<file path="config.mk">
export PLATFORM = sky130hd
export DESIGN_NAME = sdclk_gen
export DESIGN_NICKNAME = d
export VERILOG_FILES = /design/src/rtl/sdclk_pkg.sv /design/src/rtl/sdclk_rate_shadow.sv /design/src/rtl/sdclk_phase.sv /design/src/rtl/sdclk_gen.sv
export SDC_FILE = /design/constraint.sdc
export NUM_CORES = 1
export LEC_CHECK = 0
export BUFFER_PORTS_ARGS = -buffer_cell sky130_fd_sc_hd__clkbuf_2
export CAP_MARGIN = 30
export CORE_MARGIN = 1.5
export CORE_UTILIZATION = 35
export CTS_CLUSTER_SIZE = 12
export DETAILED_ROUTE_END_ITERATION = 6
export GPL_TIMING_DRIVEN = 0
export PLACE_DENSITY = 0.55
export SLEW_MARGIN = 20
export SYNTH_ARGS = -nofsm -noshare
export SYNTH_HDL_FRONTEND = slang
export SYNTH_SLANG_ARGS = --single-unit
</file>
<file path="constraint.sdc">
create_clock -name clk -period 5.7 [get_ports clk]
set_input_delay 1.14 -clock clk [delete_from_list [all_inputs] [get_ports clk]]
set_output_delay 1.14 -clock clk [all_outputs]
set_load 0.01 [all_outputs]
</file>
<file path="src/rtl/sdclk_pkg.sv">
package sdclk_pkg;

   typedef enum logic {
      LVL_LOW  = 1'b0,
      LVL_HIGH = 1'b1
   } card_lvl_e;

   // The card clock may start a new high phase only when no stop condition holds.
   function automatic logic may_run(input logic en, input logic rx_full, input logic tx_empty);
      return en & ~rx_full & ~tx_empty;
   endfunction

endpackage

</file>
<file path="src/rtl/sdclk_rate_shadow.sv">
module sdclk_rate_shadow #(
   parameter int              RATE_W     = 8,
   parameter bit              QUARTER_EN = 1'b1,
   parameter logic [RATE_W-1:0] RESET_RATE = '1
) (
   input  logic              clk,
   input  logic              rst_n,
   input  logic              load_i,
   input  logic [RATE_W-1:0] rate_i,
   input  logic              quarter_i,
   output logic [RATE_W-1:0] rate_o,
   output logic              quarter_o
);

   logic [RATE_W-1:0] rate_q;

   always_ff @(posedge clk or negedge rst_n) begin
      if (!rst_n)      rate_q <= RESET_RATE;
      else if (load_i) rate_q <= rate_i;
   end
   assign rate_o = rate_q;

   generate
      if (QUARTER_EN) begin : g_quarter
         logic quarter_q;
         always_ff @(posedge clk or negedge rst_n) begin
            if (!rst_n)      quarter_q <= 1'b0;
            else if (load_i) quarter_q <= quarter_i;
         end
         assign quarter_o = quarter_q;
      end else begin : g_half_only
         logic unused_quarter;
         assign unused_quarter = quarter_i;
         assign quarter_o      = 1'b0;
      end
   endgenerate

   // Applied rate changes only at a load point
   assert_rate_held_R8: assert property (@(posedge clk) disable iff (!rst_n)
      !load_i |=> $stable(rate_q));

endmodule

</file>
<file path="src/rtl/sdclk_phase.sv">
module sdclk_phase #(
   parameter int CNT_W = 9
) (
   input  logic             clk,
   input  logic             rst_n,
   input  logic             run_i,
   input  logic [CNT_W-1:0] reload_cur_i,
   input  logic [CNT_W-1:0] reload_new_i,
   output logic             clk_o,
   output logic             rise_o,
   output logic             fall_o,
   output logic             at_end_o,
   output logic             load_o
);
   import sdclk_pkg::*;

   card_lvl_e        lvl_q;
   logic [CNT_W-1:0] cnt_q;
   logic             rise_q;
   logic             fall_q;
   logic             end_w;

   assign end_w = (cnt_q == '0);

   always_ff @(posedge clk or negedge rst_n) begin
      if (!rst_n) begin
         lvl_q  <= LVL_LOW;
         cnt_q  <= '0;
         rise_q <= 1'b0;
         fall_q <= 1'b0;
      end else begin
         rise_q <= 1'b0;
         fall_q <= 1'b0;
         if (end_w) begin
            if (lvl_q == LVL_HIGH) begin
               lvl_q  <= LVL_LOW;
               cnt_q  <= reload_new_i;
               fall_q <= 1'b1;
            end else if (run_i) begin
               lvl_q  <= LVL_HIGH;
               cnt_q  <= reload_cur_i;
               rise_q <= 1'b1;
            end
         end else begin
            cnt_q <= cnt_q - 1'b1;
         end
      end
   end

   assign clk_o    = (lvl_q == LVL_HIGH);
   assign rise_o   = rise_q;
   assign fall_o   = fall_q;
   assign at_end_o = end_w & (lvl_q == LVL_LOW);
   assign load_o   = end_w & ((lvl_q == LVL_HIGH) | ~run_i);

   // A rising edge is only started when no stop condition was present
   assert_rise_needs_run_R5: assert property (@(posedge clk) disable iff (!rst_n)
      $rose(clk_o) |-> $past(run_i));

   // A high phase with count left is never cut short
   assert_no_runt_R5: assert property (@(posedge clk) disable iff (!rst_n)
      (clk_o && !end_w) |=> clk_o);

   // At most one edge tick per cycle
   assert_tick_onehot_R9: assert property (@(posedge clk) disable iff (!rst_n)
      $onehot0({rise_q, fall_q}));

endmodule

</file>
<file path="src/rtl/sdclk_gen.sv">
module sdclk_gen #(
   parameter int RATE_W     = 8,
   parameter bit QUARTER_EN = 1'b1
) (
   input  logic              clk,
   input  logic              rst_n,
   input  logic              clk_en_i,
   input  logic [RATE_W-1:0] rate_i,
   input  logic              quarter_i,
   input  logic              rx_full_i,
   input  logic              tx_empty_i,
   output logic              card_clk_o,
   output logic              rise_tick_o,
   output logic              fall_tick_o,
   output logic              stopped_o
);
   import sdclk_pkg::*;

   localparam int CNT_W = RATE_W + (QUARTER_EN ? 1 : 0);

   generate
      if (RATE_W < 1 || RATE_W > 16) begin : g_bad_width
         $error("sdclk_gen: RATE_W must lie in 1..16");
      end
   endgenerate

   logic              run_w;
   logic              load_w;
   logic              at_end_w;
   logic [RATE_W-1:0] rate_cur_w;
   logic              quarter_cur_w;
   logic [CNT_W-1:0]  reload_cur_w;
   logic [CNT_W-1:0]  reload_new_w;

   assign run_w = may_run(clk_en_i, rx_full_i, tx_empty_i);

   sdclk_rate_shadow #(
      .RATE_W    (RATE_W),
      .QUARTER_EN(QUARTER_EN),
      .RESET_RATE({RATE_W{1'b1}})
   ) i_shadow (
      .clk      (clk),
      .rst_n    (rst_n),
      .load_i   (load_w),
      .rate_i   (rate_i),
      .quarter_i(quarter_i),
      .rate_o   (rate_cur_w),
      .quarter_o(quarter_cur_w)
   );

   // Half-period minus one: N for the 2(N+1) ratio, 2N+1 for the 4(N+1) ratio
   generate
      if (QUARTER_EN) begin : g_reload_quarter
         assign reload_cur_w = quarter_cur_w ? {rate_cur_w, 1'b1} : {1'b0, rate_cur_w};
         assign reload_new_w = quarter_i     ? {rate_i, 1'b1}     : {1'b0, rate_i};
      end else begin : g_reload_half
         logic unused_cur_quarter;
         assign unused_cur_quarter = quarter_cur_w;
         assign reload_cur_w = rate_cur_w;
         assign reload_new_w = rate_i;
      end
   endgenerate

   sdclk_phase #(
      .CNT_W(CNT_W)
   ) i_phase (
      .clk         (clk),
      .rst_n       (rst_n),
      .run_i       (run_w),
      .reload_cur_i(reload_cur_w),
      .reload_new_i(reload_new_w),
      .clk_o       (card_clk_o),
      .rise_o      (rise_tick_o),
      .fall_o      (fall_tick_o),
      .at_end_o    (at_end_w),
      .load_o      (load_w)
   );

   assign stopped_o = at_end_w & ~run_w;

   // Held status never coincides with a high clock
   assert_stopped_low_R5: assert property (@(posedge clk) disable iff (!rst_n)
      stopped_o |-> !card_clk_o);

   // A held clock stays low into the next cycle
   assert_hold_keeps_low_R7: assert property (@(posedge clk) disable iff (!rst_n)
      stopped_o |=> !card_clk_o);

   // Release from a held state raises the clock at the next edge
   assert_release_rises_R10: assert property (@(posedge clk) disable iff (!rst_n)
      (at_end_w && run_w) |=> card_clk_o);

endmodule

</file>
# --- After elaboration in Yosys (flattened, before gate mapping) ---
# Cells that the tools add are included.
classes:
  add_sub_neg: 1
  eq_ne: 1
  mux: 10
  n_bitwise: 10
  reduce_logical: 1
ops:
  columns: ["operator", "n"]
  rows:
  - ["two-way mux 9 bit", 5]
  - ["logical NOT 9 bit", 1]
  - ["subtractor 9 x 1 -> 9 bit, second input constant", 1]
  - ["AND 1 bit", 5]
  - ["two-way mux 1 bit", 5]
  - ["inverter 1 bit", 4]
  - ["!= test 3 x 1 -> 1 bit, second input constant", 1]
  - ["bitwise OR 1 bit", 1]
word_totals:
  regBits: 21
  inputBits: 14
  out_inout_bits: 4
  word_cells: 29

# --- Logic depth before layout (Yosys ltp) ---
# Gate-level depths: netlist (run 1).
logic_depth:
  ltp_word: 6
  mapped_depth: 7
  ltp_nobuf: 6

# --- Hierarchy ---
# From an unflattened synthesis (run 1), not the netlist that was laid out.
unflattened:
  cells_unflattened: 117
  hier_area_um2: 1378.8
by_module_without_submodules:
  columns: ["module", "n_inst", "cells_per_inst", "area_per_inst_um2", "seq_area_each_um2"]
  rows:
  - ["sdclk_phase", 1, 76, 723.2, 300.3]
  - ["sdclk_rate_shadow", 1, 19, 381.6, 235.2]
  - ["sdclk_gen", 1, 22, 274.0, 0.0]

# --- Worst setup path after synthesis (run 1) ---
# OpenSTA, ideal clock, no wires.
synth_timing:
  path_type: "reg2out"
  from: "register i_phase.cnt_q[0]"
  to: "output stopped_o"
  arrival_time_ps: 1882
  t_required_ps: 4560
  slack_ps: 2678
  stages_incl_launch_ff: 5
  path_buffers: 0
  path_cell_list: "dfrtp_1 > inv_1 > ha_1 > or4b_2 > nor4_1"
synth_via:
  elab_chain_cells: 3
synth_rtl:
  columns: ["element", "line", "source"]
  rows:
  - ["start: declaration", "sdclk_phase.sv:18", "logic [CNT_W-1:0] cnt_q;"]
  - ["start signal: assignment", "sdclk_phase.sv:37", "cnt_q <= reload_new_i;"]
  - ["start signal: assignment", "sdclk_phase.sv:41", "cnt_q <= reload_cur_i;"]
  - ["start signal: assignment", "sdclk_phase.sv:45", "cnt_q <= cnt_q - 1'b1;"]
  - ["logical NOT 9 bit", "sdclk_phase.sv:23", "assign end_w = (cnt_q == '0);"]
  - ["AND 1 bit", "sdclk_phase.sv:53", "assign at_end_o = end_w & (lvl_q == LVL_LOW);"]
  - ["AND 1 bit", "sdclk_gen.sv:79", "assign stopped_o = at_end_w & ~run_w;"]
  - ["end: declaration", "sdclk_gen.sv:15", "output logic stopped_o"]
# Every way passes these cells.

# --- Worst setup path after layout (run 1) ---
# Same ends and word-level chain as after synthesis.

==> results.py, run 1 <==
metrics = {
    "yosys": {
        "ys.flop_type": "dfrtp_1",
        "synth_edf_count": 0,
        "async_flop_share": 1.00,
        "syn_inst": 118,
        "synthesis.nets": 133,
        "ys_seq_elements": 21,
        "yosysTopAreaCell": "dfrtp_1",
        "yosysMostFrequentCell": "mux2_2",
        "syn_avg_cell_area_um2": 10.6,
        "ys_types": 35,
        "ys_warn_count": 0,
        "syn_area_um2": 1250,
        "synth_area_leaders": "dfrtp_1, dfstp_2, mux2_2",
        "synth_common_cells": "mux2_2, dfrtp_1, a21oi_1, mux2i_1, nor3_1",
        "synth_top_area_frac": 0.260,
        "ys_seq_area_frac": 0.428,
    },
    "timing": {
        "period_minus_slack_ps": 3680,
        "max_clock_freq_mhz": 272,
        "slew_headroom": 0.535,
        "holdWs_ps": 616,
        "setup-violations-final": 0,
        "fin_tns_setup_ps": 0,
        "finClkSkew_ps": 8.03,
        "rsz0062_at_grt": "no",
        "fin_crit_sh": 0.646,
        "max_slew.worst_pin.slew_ps": 691,
        "maxSlewViolCount": 0,
        "hold_viol": 0,
    },
    "layout": {
        "final_area_um2": 1420,
        "area_delta_synth_final_pct": 13.2,
        "diodes": 0,
        "nets": 154,
        "final_util": 0.418,
        "drive_gt1_frac": 0.391,
    },
    "status": {
        "status": "completed",
    },
    "worst_setup_path": {
        "cpPeakStageDelay_ps": 630,
        "r2r_setup_slack_ps": 3280,
        "arrival_ps": 2540,
        "crit-reg2reg-launch": "i_phase.cnt_q[0]$_DFFE_PN0P_",
        "required_ps": 4560,
        "crit_type": "reg2out",
        "startpoint": "i_phase.cnt_q[0]$_DFFE_PN0P_",
        "slowest_stage": "or4b_2",
        "crit_path_end_kind": "output port",
        "start_kind": "register",
        "crit_path_max_fanout": 4,
        "crit_chain": "inv_1 > ha_1 > or4b_2 > nor4_1 > clkbuf_2",
    },
    "pwr": {
        "combPwrFrac": 0.391,
        "p_total_w": 0.000554,
        "sequentialPowerShare": 0.477,
        "swShare": 0.378,
        "leakagePower_nw": 0.561,
        "peakVddDrop_mv": 0.156,
        "clkPwrFrac": 0.132,
        "power.net_switching_w": 0.000209,
        "power_density_nw_per_um2": 390,
        "p_int_w": 0.000344,
    },
    "clock_tree": {
        "postCtsHoldBufs": 0,
        "numCtsBuffers": 3,
        "clk_latency_ps": 310,
        "clk_path_buf_depth": 2,
        "cts_resized": 0,
        "cts_setup_buffers": 0,
        "cts.sinks": 21,
        "root_buffer": "clkbuf_4",
        "cts_tree": "yes",
        "path_clk_slew_ps": 120,
        "ctsHtreeMaxLevel": 1,
    },
    "routing": {
        "drt_wl_total_um": 2680,
        "ant_nets": 0,
        "drtIter0Drc": 28,
        "drc": 0,
        "num_vias": 980,
        "routed_via_density": 5.33,
        "dr.pass1.iters": 4,
        "wire_per_inst_um": 14.6,
    },
    "placed_design": {
        "port_buffers": 16,
        "dpl.hpwl_um": 2020,
        "gp_congestion": 0.802,
        "placed_area_um2": 1390,
    },
    "global_routing": {
        "grt_pass1_vias": 953,
        "grt_overflow": 0,
        "grt_max_degree": 22,
        "grt_pass1_wl_um": 4710,
        "track_usage": 0.152,
        "grt_antenna_before_repair": 0,
    },
    "worst_hold_path": {
        "hold_class": "reg2reg",
        "hp-start": "i_phase.cnt_q[6]$_DFFE_PN0P_",
    },
    "die": {
        "die-height_um": 62.8,
        "ioPinCount": 18,
        "initial_utilization": 0.370,
        "core-area_um2": 3390,
        "die-area_um2": 3950,
        "die-width_um": 62.8,
        "num_rows": 21,
    },
    "run": {
        "drv_cap": 0,
    },
}
[through the flow]
| stage | setup WS [ps] | std cells |
|---|---|---|
| after floorplan | 2680 | 118 |
| after global placement | 2380 | 180 |
| after detailed placement | 2350 | 180 |
| after CTS | 1980 | 184 |
| after global routing | 1760 | 184 |
| final | 2020 | 184 |
[worst paths after layout]
| kind | to | depth (start not counted) |
|---|---|---|
| worst max-delay path | stopped_o | 5 |
| worst min-delay path | i_phase.cnt_q[6]$_DFFE_PN0P_ | 2 |
| worst min register to register | i_phase.cnt_q[6]$_DFFE_PN0P_ | 2 |
| worst max register to register | i_shadow.quarter_o$_DFFE_PN0P_ | 6 |
| min in group asynchronous | i_phase.cnt_q[2]$_DFFE_PN0P_ | 1 |
| max in group asynchronous | i_shadow.rate_o[0]$_DFFE_PN1P_ | 1 |
[state kept, by name (all words and copies together), names as in the netlist]
name                cells
i_shadow.quarter_o      1
i_shadow.rate_o         8
i_phase.clk_o           1
i_phase.fall_o          1
i_phase.cnt_q           9
i_phase.rise_o          1
[worst max-delay path: cells and delay by family, from the launching register on]
kind                       cells  cell delay (ps)
and+or+nand+nor                2             1240
DFF                            1              440
buffers and inverters          2              340
adders and majority gates      1              220
[kinds of logic (layout without fill, tap and decap cells)]
family,after synthesis,in the layout,synth area share
compound gates,27,27,0.161
xor+xnor,3,3,0.0210
fa+ha+maj,1,1,0.00999
buf+inv,12,32,0.0440
flops,21,21,0.428
mux,23,23,0.198
simple gates,31,31,0.139
[area by class of cell]
| class | instances | area (um2) |
|---|---|---|
| fillers | 345 | 1970 |
| plain buffers | 8 | 40.0 |
| clock inverters | 1 | 5.00 |
| flip-flops and latches | 21 | 536 |
| inverters | 4 | 15.0 |
| well taps | 46 | 57.6 |
| clock buffers | 3 | 22.5 |
| repair buffers | 16 | 80.1 |
| multi-input cells | 85 | 662 |
[per-layer routing]
metal / vias up / GRT usage / part of all wire
met5: - / 0 / 0
met4: 0 / 0.0333 / 0.0071
met3: 2 / 0.0396 / 0.044
met2: 25 / 0.223 / 0.48
met1: 473 / 0.222 / 0.47
li1: 480 / - / -
[power by group through the flow]
| stage | clock network (W) | registers (W) | logic [W] |
|---|---|---|---|
| floorplan | 0 | 0.000253 | 0.000174 |
| global placement | 0 | 0.000263 | 0.000213 |
| detailed placement | 0 | 0.000266 | 0.000217 |
| CTS | 0.0000767 | 0.000263 | 0.000218 |
| global route | 0.0000834 | 0.000274 | 0.000246 |
| finish | 0.0000731 | 0.000264 | 0.000217 |
[placed cells by master (no fill, tap or decap), types with 2 or more instances in the layout]
master / n
a2111oi_2: 3
a211oi_1: 3
a21oi_1: 9
buf_2: 2
clkbuf_1: 5
clkbuf_2: 16
clkbuf_4: 3
dfrtp_1: 13
dfstp_2: 8
inv_1: 4
mux2_2: 14
mux2i_1: 9
nand2_1: 2
nor2_1: 7
nor3_1: 9
nor4_1: 2
o21ai_0: 3
o22a_1: 2
or3_1: 2
or3b_2: 2
xnor2_1: 3
Note: power is estimated with default switching activity, not from simulation.
==> run 2: changes to the inputs <==
--- a/config.mk
+++ b/config.mk
@@ -5,6 +5,7 @@
 export SDC_FILE = /design/constraint.sdc
 export NUM_CORES = 1
 export LEC_CHECK = 0
+export ABC_AREA = 1
 export BUFFER_PORTS_ARGS = -buffer_cell sky130_fd_sc_hd__clkbuf_2
 export CAP_MARGIN = 30
 export CORE_MARGIN = 1.5
@@ -12,7 +13,7 @@
 export CTS_CLUSTER_SIZE = 12
 export DETAILED_ROUTE_END_ITERATION = 6
 export GPL_TIMING_DRIVEN = 0
-export PLACE_DENSITY = 0.55
+export PLACE_DENSITY = 0.57
 export SLEW_MARGIN = 20
 export SYNTH_ARGS = -nofsm -noshare
 export SYNTH_HDL_FRONTEND = slang
==> constraint.sdc (replaced) <==
create_clock -name clk -period 3.32 [get_ports clk]
set_input_delay 0.664 -clock clk [delete_from_list [all_inputs] [get_ports clk]]
set_output_delay 0.664 -clock clk [all_outputs]
set_load 0.01 [all_outputs]
==> run 2 against run 1 <==
  * Routed wire length is 14% higher
  * Die area is 8.4% higher
  * Combinational power is 69% higher
  * Hold slack worse by 250 ps
  * Non-clock buffer count is 2 lower
  * Synthesized area is 8.8% higher
  * Worst setup slack worse by 1400 ps
  * Clock power is 140% higher
  * Largest power group unchanged
  * Highest routed layer unchanged
==> results.py, run 2 <==
metrics = {
    "die": {
        "initial_utilization": 0.369,
        "num_rows": 22,
        "ioPinCount": 18,
        "die-area_um2": 4280,
        "core-area_um2": 3690,
        "die-width_um": 65.4,
        "die-height_um": 65.4,
    },
    "clock_tree": {
        "clk_latency_ps": 270,
        "cts_tree": "yes",
        "ctsHtreeMaxLevel": 1,
        "cts_resized": 0,
        "cts_setup_buffers": 0,
        "clk_path_buf_depth": 2,
        "numCtsBuffers": 3,
        "cts.sinks": 21,
        "path_clk_slew_ps": 80,
        "postCtsHoldBufs": 0,
        "root_buffer": "clkbuf_8",
    },
    "global_routing": {
        "grt_pass1_wl_um": 5550,
        "grt_pass1_vias": 1192,
        "grt_max_degree": 22,
        "grt_antenna_before_repair": 0,
        "grt_overflow": 0,
        "track_usage": 0.171,
    },
    "timing": {
        "setup-violations-final": 0,
        "max_slew.worst_pin.slew_ps": 552,
        "slew_headroom": 0.632,
        "fin_crit_sh": 0.804,
        "finClkSkew_ps": 5.09,
        "max_clock_freq_mhz": 375,
        "hold_viol": 0,
        "period_minus_slack_ps": 2670,
        "maxSlewViolCount": 0,
        "fin_tns_setup_ps": 0,
        "rsz0062_at_grt": "no",
    },
    "layout": {
        "diodes": 0,
        "layout.cells.most_common": "nand2_1",
        "largest_register": "i_phase.cnt_q",
        "drive_gt1_frac": 0.197,
        "nets": 239,
        "largest_register_ffs": 9,
        "final_cell_mix": "nand2_1, inv_1, clkbuf_2",
        "area_delta_synth_final_pct": 14.0,
        "final_area_um2": 1550,
        "final_util": 0.421,
        "fill_cells": 410,
    },
    "routing": {
        "drtIter0Drc": 34,
        "drc": 0,
        "routed_via_density": 4.57,
        "drt_wl_total_um": 3070,
        "dr.pass1.iters": 4,
        "num_vias": 1239,
        "wire_per_inst_um": 11.3,
        "ant_nets": 0,
    },
    "status": {
        "status": "completed",
    },
    "yosys": {
        "synth_top_area_frac": 0.273,
        "yosysMostFrequentCell": "nand2_1",
        "synth_area_leaders": "nand2_1, dfrtp_1, dfstp_2",
        "ys_warn_count": 0,
        "syn_avg_cell_area_um2": 6.75,
        "ys_seq_area_frac": 0.393,
        "synth_common_cells": "nand2_1, inv_1, dfrtp_1, nor2_1, o21ai_0",
        "async_flop_share": 1.00,
        "syn_area_um2": 1360,
        "synthesis.nets": 217,
        "synth_edf_count": 0,
        "ys_types": 25,
        "ys.flop_type": "dfrtp_1",
        "ys_seq_elements": 21,
        "yosysTopAreaCell": "nand2_1",
        "syn_inst": 202,
    },
    "worst_setup_path": {
        "crit_path_end_kind": "output port",
        "slowest_stage": "dfrtp_1",
        "crit_type": "reg2out",
        "cpPeakStageDelay_ps": 380,
        "crit_path_max_fanout": 7,
        "arrival_ps": 2000,
        "crit_chain": "inv_1 > ha_1 > nand2_2 > nor2_1 > nand3_2 > nor2_4 > clkbuf_2",
        "start_kind": "register",
        "required_ps": 2660,
    },
    "run": {
        "drv_cap": 0,
    },
    "placed_design": {
        "gp_congestion": 0.819,
        "dpl.hpwl_um": 2280,
        "placed_area_um2": 1510,
        "port_buffers": 17,
    },
    "worst_hold_path": {
        "hold_class": "in2async",
    },
    "pwr": {
        "leakagePower_nw": 0.816,
        "power_density_nw_per_um2": 608,
        "peakVddDrop_mv": 0.250,
    },
}
run 2: cell types whose count changed after synthesis, sizes merged, moves of 4 or more:
cell    delta
clkbuf     -4
nand2    +100
mux2i      -9
nand3      +9
nor2       +6
nor3       -7
inv       +18
a21oi      -4
o21ai     +11
mux2      -14
run 2: worst paths after layout:
path | from | to | slack [ps] | depth (start not counted)
worst max-delay path | i_phase.cnt_q[0]$_DFFE_PN0P_ | stopped_o | 650 | 7
worst min-delay path | rst_n | i_phase.rise_o$_DFF_PN0_ | 370 | 1
worst max register to register | i_phase.cnt_q[0]$_DFFE_PN0P_ | i_phase.cnt_q[1]$_DFFE_PN0P_ | 1490 | 7
worst min register to register | i_shadow.rate_o[0]$_DFFE_PN1P_ | i_shadow.rate_o[0]$_DFFE_PN1P_ | 480 | 2
max in group asynchronous | rst_n | i_shadow.rate_o[5]$_DFFE_PN1P_ | 2580 | 1
min in group clk | i_shadow.rate_o[0]$_DFFE_PN1P_ | i_shadow.rate_o[0]$_DFFE_PN1P_ | 480 | 2
run 2: critical path, delay by kind of cell, from the launching register on:
| kind | cells | cell delay, ps |
|---|---|---|
| simple gates | 4 | 770 |
| flops | 1 | 380 |
| buf+inv | 2 | 320 |
| fa+ha+maj | 1 | 270 |
run 2: cell families (layout without fill, tap and decap cells):
family,Yosys count,count (layout),share of synthesized area
xor gates and xnor gates,2,2,0.0129
and+or+nand+nor,128,128,0.395
DFF,21,21,0.393
adders and majority gates,1,1,0.00918
buffers and inverters,27,48,0.0845
AOI/OAI and AO/OA,23,23,0.106
run 2: cell type report:
class	count	area, um2	share of cell area
Tap cell	48	60.1	0.0387
Clock buffer	4	45.0	0.0290
Buffer	5	32.5	0.0210
Timing Repair Buffer	17	85.1	0.0548
Multi-Input combinational cell	154	712	0.459
Inverter	22	82.6	0.0532
Sequential cell	21	536	0.345
run 2: stage by stage:
step                setup slack, ps  power (W)  hold WS [ps]  std cells
floorplan                      1290   0.000688           368        202
global placement                944   0.000768           462        267
detailed placement              934   0.000772           470        267
CTS                             632   0.000952           390        271
global route                    419    0.00104           407        271
finish                          651   0.000944           367        271
run 2: report_power, final:
group	internal [W]	switching, W
clock	0.0000858	0.0000913
sequential	0.000335	0.0000662
combinational	0.000143	0.000223
run 2: layer usage:
layer | share of wire | routed length [um] | global-route usage | vias up
met4 | 0.018 | 56 | 0.0703 | 0
met3 | 0.026 | 80 | 0.0223 | 5
met2 | 0.42 | 1290 | 0.255 | 18
li1 | - | - | - | 669
met1 | 0.53 | 1640 | 0.248 | 547
met5 | 0 | 0 | 0 | -
==> run 3: changes to the inputs <==
==> constraint.sdc (replaced) <==
create_clock -name clk -period 2.2 [get_ports clk]
set_input_delay 0.44 -clock clk [delete_from_list [all_inputs] [get_ports clk]]
set_output_delay 0.44 -clock clk [all_outputs]
set_load 0.01 [all_outputs]
==> run 3 against run 2 <==
  * Sequential power is 51% higher
  * Register-to-register slack got worse by 1000 ps
  * Via count is 1.3% higher
  * Final cell count increased by 0.74%
  * Critical path type unchanged
==> results.py, run 3 (synthesis gave the netlist of run 2 again) <==
metrics = {
    "layout": {
        "fill_cells": 406,
        "seq_area_um2": 536,
        "largest_register_ffs": 9,
        "final_area_um2": 1590,
        "multi_input_area_um2": 734,
        "final_util": 0.431,
        "nets": 241,
        "largest_register": "i_phase.cnt_q",
        "area_delta_synth_final_pct": 16.7,
        "layout.cells.most_common": "nand2_1",
        "drive_gt1_frac": 0.222,
        "diodes": 0,
        "final_cell_mix": "nand2_1, inv_1, clkbuf_2",
    },
    "die": {
        "initial_utilization": 0.369,
        "core-area_um2": 3690,
        "num_rows": 22,
        "die-height_um": 65.4,
        "die-area_um2": 4280,
        "ioPinCount": 18,
        "die-width_um": 65.4,
    },
    "routing": {
        "num_vias": 1255,
        "drc": 0,
        "dr.pass1.iters": 4,
        "wire_per_inst_um": 11.6,
        "drtIter0Drc": 35,
        "ant_nets": 0,
        "routed_via_density": 4.60,
        "drt_wl_total_um": 3160,
    },
    "global_routing": {
        "use_met3": 0.0223,
        "grt_most_used_layer": "met2",
        "grt_overflow": 0,
        "track_usage": 0.175,
        "grt_max_degree": 22,
        "grt_pass1_vias": 1206,
        "grt_antenna_before_repair": 0,
        "grt_use_met2": 0.261,
        "use_met1": 0.254,
        "grt_pass1_wl_um": 5650,
    },
    "worst_setup_path": {
        "crit_path_max_fanout": 4,
        "rr_endpoint": "i_phase.cnt_q[1]$_DFFE_PN0P_",
        "crit-reg2reg-launch": "i_phase.cnt_q[0]$_DFFE_PN0P_",
        "arrival_ps": 1620,
        "crit_type": "reg2out",
        "r2r_cells": 7,
        "start_kind": "register",
        "required_ps": 1760,
        "crit_path_end_kind": "output port",
        "r2r_setup_slack_ps": 480,
        "startpoint": "i_phase.cnt_q[5]$_DFFE_PN0P_",
    },
    "pwr": {
        "power.net_switching_w": 0.000592,
        "peakVddDrop_mv": 0.388,
        "combPwrFrac": 0.402,
        "p_int_w": 0.000870,
        "swShare": 0.405,
        "power_density_nw_per_um2": 919,
        "leakagePower_nw": 0.828,
        "clkPwrFrac": 0.183,
        "p_total_w": 0.00146,
        "sequentialPowerShare": 0.415,
    },
    "timing": {
        "fin_crit_sh": 0.937,
        "max_slew.worst_pin.slew_ps": 548,
        "slew_headroom": 0.634,
        "rsz0062_at_grt": "no",
        "max_clock_freq_mhz": 485,
        "finClkSkew_ps": 3.68,
        "setup-violations-final": 0,
        "hold_viol": 0,
        "fin_tns_setup_ps": 0,
        "holdWs_ps": 142,
        "maxSlewViolCount": 0,
        "period_minus_slack_ps": 2060,
    },
    "placed_design": {
        "port_buffers": 17,
        "placed_area_um2": 1510,
        "gp_congestion": 0.819,
        "dpl.hpwl_um": 2280,
    },
    "worst_hold_path": {
        "hold_class": "in2async",
    },
    "clock_tree": {
        "cts_tree": "yes",
        "root_buffer": "clkbuf_8",
        "path_clk_slew_ps": 80,
        "postCtsHoldBufs": 0,
        "cts.sinks": 21,
        "ctsHtreeMaxLevel": 1,
        "clk_latency_ps": 270,
        "clk_path_buf_depth": 2,
        "numCtsBuffers": 3,
    },
    "status": {
        "status": "completed",
    },
    "run": {
        "drv_cap": 0,
    },
}
run 3: cell count changes in the layout (fill, tap and decap cells not counted), sizes merged:
cell / previous run / this run
buf: 4 / 6
run 3: how the worst max path moves through the flow:
stage	to	slack (ps)
finish	stopped_o	140
global placement	stopped_o	50
global route	stopped_o	20
detailed placement	stopped_o	40
CTS	stopped_o	40
floorplan	stopped_o	390
run 3: metrics by stage:
step	instances	setup WS, ps
global placement	267	47.5
finish	273	138
global route	273	22.1
floorplan	202	392
CTS	272	44.0
detailed placement	267	37.6
run 3: power by group through the flow:
stage	clock network [W]	registers, W	logic (W)
6_report	0.000267	0.000606	0.000589
5_1_grt	0.000292	0.000625	0.000695
4_1_cts	0.000274	0.000606	0.000569
3_5_place_dp	0	0.000611	0.000554
2_1_floorplan	0	0.000588	0.000450
3_3_place_gp	0	0.000611	0.000548
run 3: layout make-up:
cell class,instances,share of cell area
plain buffers,5,0.0205
clock buffers,4,0.0283
inverters,22,0.0519
multi-input cells,154,0.462
flip-flops and latches,21,0.337
well taps,48,0.0378
repair buffers,19,0.0629
run 3: worst max-delay path, cell delays in order, from the launching register on:
cell      delay, ps
dfrtp_1         420
nor2_1          210
nand2_2         150
nor2_4          160
nand3_2         100
nor2_4          160
clkbuf_2        150
run 3: routing by layer:
layer / vias up / part of all wire / wire, um
met5: - / 0 / 0
met4: 0 / 0.018 / 58
met3: 5 / 0.032 / 101
met2: 22 / 0.42 / 1340
met1: 555 / 0.53 / 1660
li1: 673 / - / -
run 3: what timing repair did:
| item | 4_1_cts | 5_1_grt |
|---|---|---|
| pin swaps | 1 | 1 |
| setup endpoints to repair | 1 | 1 |
| buffers inserted | 1 | 1 |
| resized for setup | 4 | 2 |
